`config.mk`:
```
export PLATFORM = sky130hd
export DESIGN_NAME = plat_ctrl_regs
export DESIGN_NICKNAME = d
export VERILOG_FILES = /design/src/rtl/pcr_pkg.sv /design/src/rtl/pcr_decode.sv /design/src/rtl/pcr_state.sv /design/src/rtl/pcr_rdmux.sv /design/src/rtl/plat_ctrl_regs.sv
export SDC_FILE = /design/constraint.sdc
export NUM_CORES = 1
export LEC_CHECK = 0
export ABC_AREA = 1
export BUFFER_PORTS_ARGS = -buffer_cell sky130_fd_sc_hd__buf_4
export CAP_MARGIN = 10
export CORE_MARGIN = 5
export CORE_UTILIZATION = 50
export DETAILED_ROUTE_END_ITERATION = 8
export PLACE_DENSITY_LB_ADDON = 0.15
export SLEW_MARGIN = 10
export SYNTH_ARGS = -nofsm -noshare
export SYNTH_HDL_FRONTEND = slang
export SYNTH_SLANG_ARGS = --single-unit
export TNS_END_PERCENT = 100
```
`constraint.sdc`:
```
create_clock -name clk -period 2.4 [get_ports clk]
set_input_delay 0.48 -clock clk [delete_from_list [all_inputs] [get_ports clk]]
set_output_delay 0.48 -clock clk [all_outputs]
set_load 0.01 [all_outputs]
```
`src/rtl/pcr_pkg.sv`:
```
package pcr_pkg;
    localparam int ADDR_W    = 16;
    localparam int DATA_W    = 8;
    localparam int CTRL_W    = 4;
    localparam int NUM_LOCKS = 2;

    typedef logic [ADDR_W-1:0] addr_t;
    typedef logic [DATA_W-1:0] byte_t;

    // Port map
    localparam addr_t P_RSTEND = 16'h0092;
    localparam addr_t P_CPUID  = 16'h0800;
    localparam addr_t P_FEAT   = 16'h0802;
    localparam addr_t P_STAT   = 16'h0803;
    localparam addr_t P_LAMP   = 16'h0808;
    localparam addr_t P_EQUIP  = 16'h080C;
    localparam addr_t P_LOCKA  = 16'h0810;
    localparam addr_t P_LOCKB  = 16'h0812;
    localparam addr_t P_KEY    = 16'h0818;
    localparam addr_t P_SYSCTL = 16'h081C;
    localparam addr_t P_CACHE  = 16'h0823;
    localparam addr_t P_MAP    = 16'h0850;

    // Fixed read values
    localparam byte_t K_CPUID = 8'hEF;
    localparam byte_t K_FEAT  = 8'hAD;
    localparam byte_t K_STAT  = 8'hE0;
    localparam byte_t K_EQUIP = 8'h3C;
    localparam byte_t K_XFEAT = 8'h39;
    localparam byte_t K_KEY   = 8'h00;
    localparam byte_t K_CACHE = 8'h03;
    localparam byte_t K_FLOAT = 8'hFF;

    typedef enum logic [3:0] {
        SEL_NONE, SEL_RSTEND, SEL_CPUID, SEL_FEAT, SEL_STAT, SEL_LAMP,
        SEL_EQUIP, SEL_LOCKA, SEL_LOCKB, SEL_KEY, SEL_SYSCTL, SEL_CACHE,
        SEL_MAP
    } sel_e;

    typedef struct packed {
        logic              soft_rst;
        logic              le;
        logic              lamp;
        logic [CTRL_W-1:0] ctl;
        logic              map;
    } state_t;

    function automatic sel_e decode_port(addr_t a);
        case (a)
            P_RSTEND: return SEL_RSTEND;
            P_CPUID:  return SEL_CPUID;
            P_FEAT:   return SEL_FEAT;
            P_STAT:   return SEL_STAT;
            P_LAMP:   return SEL_LAMP;
            P_EQUIP:  return SEL_EQUIP;
            P_LOCKA:  return SEL_LOCKA;
            P_LOCKB:  return SEL_LOCKB;
            P_KEY:    return SEL_KEY;
            P_SYSCTL: return SEL_SYSCTL;
            P_CACHE:  return SEL_CACHE;
            P_MAP:    return SEL_MAP;
            default:  return SEL_NONE;
        endcase
    endfunction

    function automatic sel_e lock_sel(int idx);
        return (idx == 0) ? SEL_LOCKA : SEL_LOCKB;
    endfunction
endpackage

```
`src/rtl/pcr_decode.sv`:
```
module pcr_decode
    import pcr_pkg::*;
(
    input  addr_t addr,
    output sel_e  sel
);
    always_comb sel = decode_port(addr);
endmodule

```
`src/rtl/pcr_state.sv`:
```
module pcr_state
    import pcr_pkg::*;
(
    input  logic              clk,
    input  logic              rst,
    input  logic              wr_en,
    input  sel_e              sel,
    input  logic [CTRL_W-1:0] wbits,
    output state_t            st,
    output logic [NUM_LOCKS-1:0] lock_q
);
    always_ff @(posedge clk) begin
        if (rst) begin
            st <= '0;
        end else if (wr_en) begin
            case (sel)
                SEL_RSTEND: begin
                    st.soft_rst <= wbits[0];
                    st.le       <= wbits[1];
                end
                SEL_LAMP:   st.lamp <= wbits[0];
                SEL_SYSCTL: st.ctl  <= wbits;
                SEL_MAP:    st.map  <= wbits[0];
                default: ;
            endcase
        end
    end

    for (genvar i = 0; i < NUM_LOCKS; i++) begin : g_lock
        always_ff @(posedge clk) begin
            if (rst) lock_q[i] <= 1'b0;
            else     lock_q[i] <= wr_en && (sel == lock_sel(i));
        end
    end


    lock_fire_chk: assert property (@(posedge clk) disable iff (rst)
        (wr_en && sel == SEL_LOCKA) |=> (lock_q == 2'b01));

    lock_excl_chk: assert property (@(posedge clk) disable iff (rst)
        $onehot0(lock_q));

    ctl_hold_chk: assert property (@(posedge clk) disable iff (rst)
        !(wr_en && sel == SEL_SYSCTL) |=> $stable(st.ctl));

    le_load_chk: assert property (@(posedge clk) disable iff (rst)
        (wr_en && sel == SEL_RSTEND) |=> (st.le == $past(wbits[1])));

    id_write_chk: assert property (@(posedge clk) disable iff (rst)
        (wr_en && (sel == SEL_CPUID || sel == SEL_FEAT || sel == SEL_STAT))
        |=> ($stable(st) && lock_q == '0));
endmodule

```
`src/rtl/pcr_rdmux.sv`:
```
module pcr_rdmux
    import pcr_pkg::*;
(
    input  logic   clk,
    input  logic   rst,
    input  logic   rd_en,
    input  sel_e   sel,
    input  state_t st,
    output byte_t  rdata
);
    byte_t val;

    always_comb begin
        case (sel)
            SEL_RSTEND: val = byte_t'({st.le, 1'b0});
            SEL_CPUID:  val = K_CPUID;
            SEL_FEAT:   val = K_FEAT;
            SEL_STAT:   val = K_STAT;
            SEL_EQUIP:  val = K_EQUIP;
            SEL_LOCKA:  val = K_XFEAT;
            SEL_KEY:    val = K_KEY;
            SEL_SYSCTL: val = byte_t'(st.ctl);
            SEL_CACHE:  val = K_CACHE;
            SEL_MAP:    val = byte_t'(st.map);
            default:    val = K_FLOAT;
        endcase
        rdata = rd_en ? val : '0;
    end


    endian_rd_chk: assert property (@(posedge clk) disable iff (rst)
        (rd_en && sel == SEL_RSTEND) |-> (rdata[7:2] == '0 && rdata[0] == 1'b0));
endmodule

```
`src/rtl/plat_ctrl_regs.sv`:
```
module plat_ctrl_regs
    import pcr_pkg::*;
(
    input  logic        clk,
    input  logic        rst,
    input  logic [15:0] addr,
    input  logic        wr_en,
    input  logic        rd_en,
    input  logic [7:0]  wdata,
    output logic [7:0]  rdata,
    output logic        soft_rst_req,
    output logic        le_mode,
    output logic        lamp_on,
    output logic        lock1_toggle,
    output logic        lock2_toggle,
    output logic [3:0]  sys_ctl,
    output logic        map_sel
);
    sel_e                 sel;
    state_t               st;
    logic [NUM_LOCKS-1:0] lock_q;
    logic                 unused_hi;

    assign unused_hi = ^wdata[DATA_W-1:CTRL_W];

    pcr_decode u_dec (.addr(addr), .sel(sel));

    pcr_state u_st (
        .clk(clk), .rst(rst), .wr_en(wr_en), .sel(sel),
        .wbits(wdata[CTRL_W-1:0]), .st(st), .lock_q(lock_q)
    );

    pcr_rdmux u_rd (
        .clk(clk), .rst(rst), .rd_en(rd_en), .sel(sel), .st(st), .rdata(rdata)
    );

    assign soft_rst_req = st.soft_rst;
    assign le_mode      = st.le;
    assign lamp_on      = st.lamp;
    assign sys_ctl      = st.ctl;
    assign map_sel      = st.map;
    assign lock1_toggle = lock_q[0];
    assign lock2_toggle = lock_q[1];


    reset_clear_chk: assert property (@(posedge clk)
        rst |=> (st == '0 && lock_q == '0));
endmodule

```
==> results of run 1 <==
## state kept, by name, summed over array words and instances, names as in the netlist
| name | cells |
|---|---|
| u_st.st | 8 |
| u_st.lock_q | 2 |
## worst max-delay path, delay by kind of cell
family          cells  cell delay, ps
simple gates        7             910
buf+inv             2             260
compound gates      1              80
## cells by family (layout without fill, tap and decap cells)
group | count (synthesis) | count (layout)
compound gates | 25 | 25
buf+inv | 18 | 60
flops | 10 | 10
simple gates | 122 | 122
## Yosys cell counts, drive strengths merged
master / number / area share [%]
nand2: 55 / 25
nor2: 47 / 24
a21oi: 16 / 7.8
inv: 15 / 5.5
dfxtp: 10 / 19
nand3: 9 / 4.4
o21ai: 8 / 3.9
nor3: 5 / 2.4
nand4: 4 / 2.4
buf: 2 / 1.5
nand3b: 2 / 2.7
clkinv: 1 / 0.36
o21a: 1 / 0.73
## report_power, final
group	switching [mW]	total, mW	internal, mW
combinational	0.0457	0.0893	0.0436
sequential	0.000000965	0.166	0.166
clock	0.0504	0.108	0.0575
total	0.0961	0.363	0.267
## layer usage
layer	up-vias	part of all wire (%)
met1	545	44
met3	5	4.6
li1	644	-
met2	30	49
met5	-	0
met4	0	1.8
## area by class of cell
class	instances	area, um^2	share of cell area [%]
inverters	16	60.1	4.35
multi-input cells	147	757	54.8
clock buffers	3	22.5	1.63
repair buffers	41	308	22.3
well taps	27	33.8	2.45
flip-flops and latches	10	200	14.5
## worst max path at each step
| stage | to | slack, ps | cells after the start |
|---|---|---|---|
| global route | rdata[7] | 50 | 10 |
| detailed placement | rdata[7] | 170 | 10 |
| CTS | rdata[7] | 160 | 10 |
| floorplan | rdata[0] | 490 | 10 |
| global placement | rdata[3] | 200 | 10 |
| finish | rdata[7] | 170 | 10 |
## per-stage QoR
| stage | instance area, um^2 | utilization [%] | instances | hold slack, ps | total power [mW] |
|---|---|---|---|---|---|
| after floorplan | 1030 | - | 175 | 483 | 0.208 |
| after global placement | 1360 | 69.3 | 241 | 450 | 0.257 |
| final | 1380 | 70.4 | 244 | 459 | 0.363 |
| after global routing | 1380 | 70.4 | 244 | 466 | 0.384 |
| after detailed placement | 1360 | 69.3 | 241 | 460 | 0.259 |
| after CTS | 1380 | 70.4 | 244 | 447 | 0.369 |
==> results.sh, run 1 <==
export IMPL_drive_gt1_share_pct=34.6
export IMPL_skew_ps=0
export IMPL_clock_latency_ps=260
export IMPL_final_setup_worst_slack_ps=169
export IMPL_drc=0
export IMPL_synth_compound_gate_area_share_pct=12.4
export IMPL_path_max_fanout=14
export IMPL_crit_slowest_cell="nor2_8"
export IMPL_grt_max_degree=15
export IMPL_fill_cells=200
export IMPL_min_from="rst"
export IMPL_fin_crit_ps=2230
export IMPL_critPathLaunchType="primary input"
export IMPL_dp_hpwl_um=2320
export IMPL_setup_viol=0
export IMPL_netlist_area_mm2=0.00103
export IMPL_ff2ff_path_depth=2
export IMPL_clk_pin_slew_ps=60
export IMPL_grt_usage_pct=18.8
export IMPL_synthXorXnorAreaFrac_pct=0
export IMPL_slew_viol_final=0
export IMPL_grt_setup_unrepaired="false"
export IMPL_cts_resized=0
export IMPL_hold_viol=0
export IMPL_antenna_cells=0
export IMPL_die_area_mm2=0.00307
export IMPL_critPathLaunch="addr[9]"
export IMPL_place_congestion=0.861
export IMPL_cp_end_kind="output port"
export IMPL_worst_slew_pin_transition_ps=282
export IMPL_cts_tree="done"
export IMPL_holdPathEnd="u_st.st[6]"
export IMPL_final_cell_mix="nand2_1 (42), buf_4 (41), nor2_1 (32)"
export IMPL_yosys_warnings=0
export IMPL_cts_sinks=10
export IMPL_die_w_um=55.4
export IMPL_worstPathArrival_ps=1750
export IMPL_synth_nets=203
export IMPL_hp_class="primary input to register"
export IMPL_required_ps=1920
export IMPL_leakagePower_nw=0.699
export IMPL_max_stage_delay_ps=200
export IMPL_syn_to_final_growth_pct=33.8
export IMPL_path_cells="buf_4 -> nor2_2 -> nand2_4 -> nor2_8 -> nand2_2 -> nand2_1 -> nor2_4 -> nand3b_4 -> a21oi_1 -> buf_4"
export IMPL_drtIter0Drc=17
export IMPL_synth_simple_area_share_pct=61.0
export IMPL_tns_ps=0
export IMPL_top_usage_layer="met2"
export IMPL_synth_seq_cells=10
export IMPL_powerDensity_mw_per_mm2=263
export IMPL_grt_pass1_wl_um=4860
export IMPL_vias=1224
export IMPL_r2r_setup_slack_ps=1730
export IMPL_pin_count=46
export IMPL_core_area_mm2=0.00196
export IMPL_wl_per_cell_um=11.2
export IMPL_muxShareOfSynthArea_pct=0
export IMPL_mostFrequentLayoutCell="nand2_1"
export IMPL_nets=247
export IMPL_initial_utilization_pct=52.6
export IMPL_synth_area_per_cell_um2=5.90
export IMPL_fin_crit_sh_pct=92.9
export IMPL_cp_common_cell="buf_4"
export IMPL_status="finished, final reports clean"
export IMPL_yosys_area_share_adder_pct=0
export IMPL_use_met2_pct=33.4
export IMPL_dp_slack_ps=166
export IMPL_synthDistinctLibCells=21
export IMPL_seq_area_frac_synth_pct=19.4
export IMPL_maxCapViolCount=0
export IMPL_hold_buffers=0
export IMPL_use_met1_pct=21.6
export IMPL_slew_headroom_pct=81.1
export IMPL_worstReg2RegEnd="u_st.st[1]"
export IMPL_fmax_mhz=448
export IMPL_use_met3_pct=2.80
export IMPL_post_cts_setup_buffers=0
export IMPL_grt_pass1_vias=1188
export IMPL_rr_startpoint="u_st.st[1]"
export IMPL_cts_root_buf="clkbuf_4"
export IMPL_ir_drop_mv=0.358
export IMPL_drt_antenna_violating_nets=0
export IMPL_first_pass_iters=4
export IMPL_crit_type="primary input to output port"
export IMPL_h_tree_depth=1
export IMPL_synth_cells=175
export IMPL_cts_buffer_depth=2
export IMPL_port_buffers=41
export IMPL_antenna_found_initial=0
export IMPL_vias_per_cell=5.02
export IMPL_hold_depth=2
export IMPL_overflow=0
export IMPL_placementRows=16
export IMPL_die_h_um=55.4
export IMPL_routed_wl_um=2730
export IMPL_cts_buffers=3
export IMPL_synth_top_family_by_area="simple AND/OR/NAND/NOR gates"
No activity file was read; power rests on OpenSTA's default activity.
==> run 2: changes to the inputs <==
Settings changed: CORE_UTILIZATION 50 to 47, PLACE_DENSITY from default to 0.84, PLACE_DENSITY_LB_ADDON 0.15 to default.
Clock period 2.4 ns to 2.1 ns, I/O delays scaled along.
==> run 2 against run 1 <==
  * Total power is 34% higher
  * Cell area rose by 15%
  * Highest routed layer unchanged
  * Flip-flop and latch count unchanged
  * Combinational power is 32% higher
==> results.sh, run 2 (synthesis gave the netlist of run 1 again) <==
export IMPL_status="finished, final reports clean"
export IMPL_mostFrequentLayoutCell="buf_4"
export IMPL_skew_ps=0
export IMPL_maxCapViolCount=0
export IMPL_overflow=0
export IMPL_clock_latency_ps=280
export IMPL_initial_utilization_pct=48.0
export IMPL_p_seq_share_pct=39.0
export IMPL_grt_usage_pct=19.0
export IMPL_port_buffers=41
export IMPL_crit_type="primary input to output port"
export IMPL_routed_wl_um=3240
export IMPL_comb_power_share_pct=24.4
export IMPL_leakagePower_nw=0.800
export IMPL_placementRows=17
export IMPL_nets=254
export IMPL_powerDensity_mw_per_mm2=305
export IMPL_path_cells="buf_6 -> nor2_4 -> nand2_4 -> nor2_8 -> buf_6 -> nand2_4 -> nand2_2 -> nand3b_4 -> a21oi_2 -> buf_4"
export IMPL_drive_gt1_share_pct=47.1
export IMPL_max_stage_delay_ps=200
export IMPL_fmax_mhz=484
export IMPL_die_area_mm2=0.00323
export IMPL_clk_pin_slew_ps=60
export IMPL_critPathLaunchType="primary input"
export IMPL_die_w_um=56.9
export IMPL_fin_crit_sh_pct=98.4
export IMPL_reg_top3="u_st.st (8), u_st.lock_q (2)"
export IMPL_grt_pass1_wl_um=4950
export IMPL_p_clk_share_pct=36.6
export IMPL_slew_headroom_pct=75.5
export IMPL_switching_share_pct=27.4
export IMPL_place_congestion=0.862
export IMPL_switchingPower_mw=0.133
export IMPL_fin_crit_ps=2070
export IMPL_pin_count=46
export IMPL_path_buf_inv=3
export IMPL_required_ps=1680
export IMPL_grt_max_degree=15
export IMPL_cts_root_buf="clkbuf_4"
export IMPL_final_setup_worst_slack_ps=33.5
export IMPL_drtIter0Drc=28
export IMPL_vias_per_cell=5.22
export IMPL_antenna_found_initial=0
export IMPL_drc=0
export IMPL_r2r_setup_slack_ps=1380
export IMPL_grt_setup_unrepaired="true"
export IMPL_largest_reg_flops=8
export IMPL_die_h_um=56.9
export IMPL_worst_slew_pin_transition_ps=367
export IMPL_slew_viol_final=0
export IMPL_grt_pass1_vias=1257
export IMPL_setup_viol=0
export IMPL_first_pass_iters=4
export IMPL_regMostFlops="u_st.st"
export IMPL_hold_viol=0
export IMPL_path_max_fanout=8
export IMPL_cp_end_kind="output port"
export IMPL_ir_drop_mv=0.336
export IMPL_crit_slowest_cell="nand3b_4"
export IMPL_hp_class="primary input to register"
export IMPL_wl_per_cell_um=12.8
export IMPL_vias=1321
export IMPL_worstPathArrival_ps=1650
export IMPL_intPower_mw=0.352
export IMPL_dp_hpwl_um=2350
export IMPL_dp_slack_ps=28.2
export IMPL_final_cell_mix="buf_4 (43), nand2_1 (37), nor2_1 (26)"
export IMPL_antenna_cells=0
export IMPL_cts_sinks=10
export IMPL_cts_buffers=3
export IMPL_syn_to_final_growth_pct=54.2
export IMPL_core_area_mm2=0.00215
export IMPL_cts_tree="done"
export IMPL_cts_buffer_depth=2
export IMPL_tns_ps=0
export IMPL_h_tree_depth=1
export IMPL_drt_antenna_violating_nets=0
export IMPL_crit_family="simple AND/OR/NAND/NOR gates"
## run 2: cell types whose count changed in the layout (fill, tap and decap cells not counted), moves of 4 or more
cell / change
a21oi_1: -8
a21oi_2: +8
nor2_1: -6
buf_6: +5
nand2_1: -5
nor2_4: +5
nand2_4: +4
## run 2: path summary, 6_finish.rpt
path,end,from,cells after the start
max,rdata[7],addr[8],10
min,u_st.st[5],rst,2
max reg2reg,u_st.st[0],u_st.st[0],2
min reg2reg,u_st.st[5],u_st.st[5],2
## run 2: worst reg2reg max path: cells and delay by family (launching register included)
kind           cells  cell delay (ps)
AO/OA/AOI/OAI      2              280
flip-flops         1              380
## run 2: final cells by class
| cell class | count | area [um^2] |
|---|---|---|
| inverters | 16 | 66.3 |
| multi-input cells | 147 | 875 |
| clock buffers | 4 | 36.3 |
| well taps | 28 | 35.0 |
| fillers | 178 | 557 |
| repair buffers | 48 | 379 |
| flip-flops and latches | 10 | 200 |
## run 2: power groups by stage
stage	Clock [mW]	Combinational (mW)	Sequential [mW]
global route	0.195	0.128	0.189
floorplan	0	0.0437	0.194
finish	0.178	0.118	0.190
detailed placement	0	0.103	0.194
global placement	0	0.0994	0.194
CTS	0.182	0.103	0.190
## run 2: what timing repair did
item | 4_1_cts | 5_1_grt
hold buffers | 0 | 0
gates resized for setup | 0 | 39
endpoints found under the setup margin | 0 | 8
setup buffers | 0 | 4
## run 2: stage by stage
step / std cells / hold slack, ps / power (mW) / utilization [%] / instance area, um^2
after floorplan: 175 / 483 / 0.238 / - / 1030
after global placement: 245 / 451 / 0.293 / 64.4 / 1380
after detailed placement: 245 / 459 / 0.296 / 64.4 / 1380
after CTS: 249 / 376 / 0.475 / 66.0 / 1420
after global routing: 253 / 378 / 0.512 / 74.1 / 1590
final: 253 / 378 / 0.486 / 74.1 / 1590
## run 2: layer usage
layer  track usage, %  routed length [um]
met1             19.4                1300
met2             37.6                1730
met3             1.84                 113
met4             8.94                  87
met5                0                   0
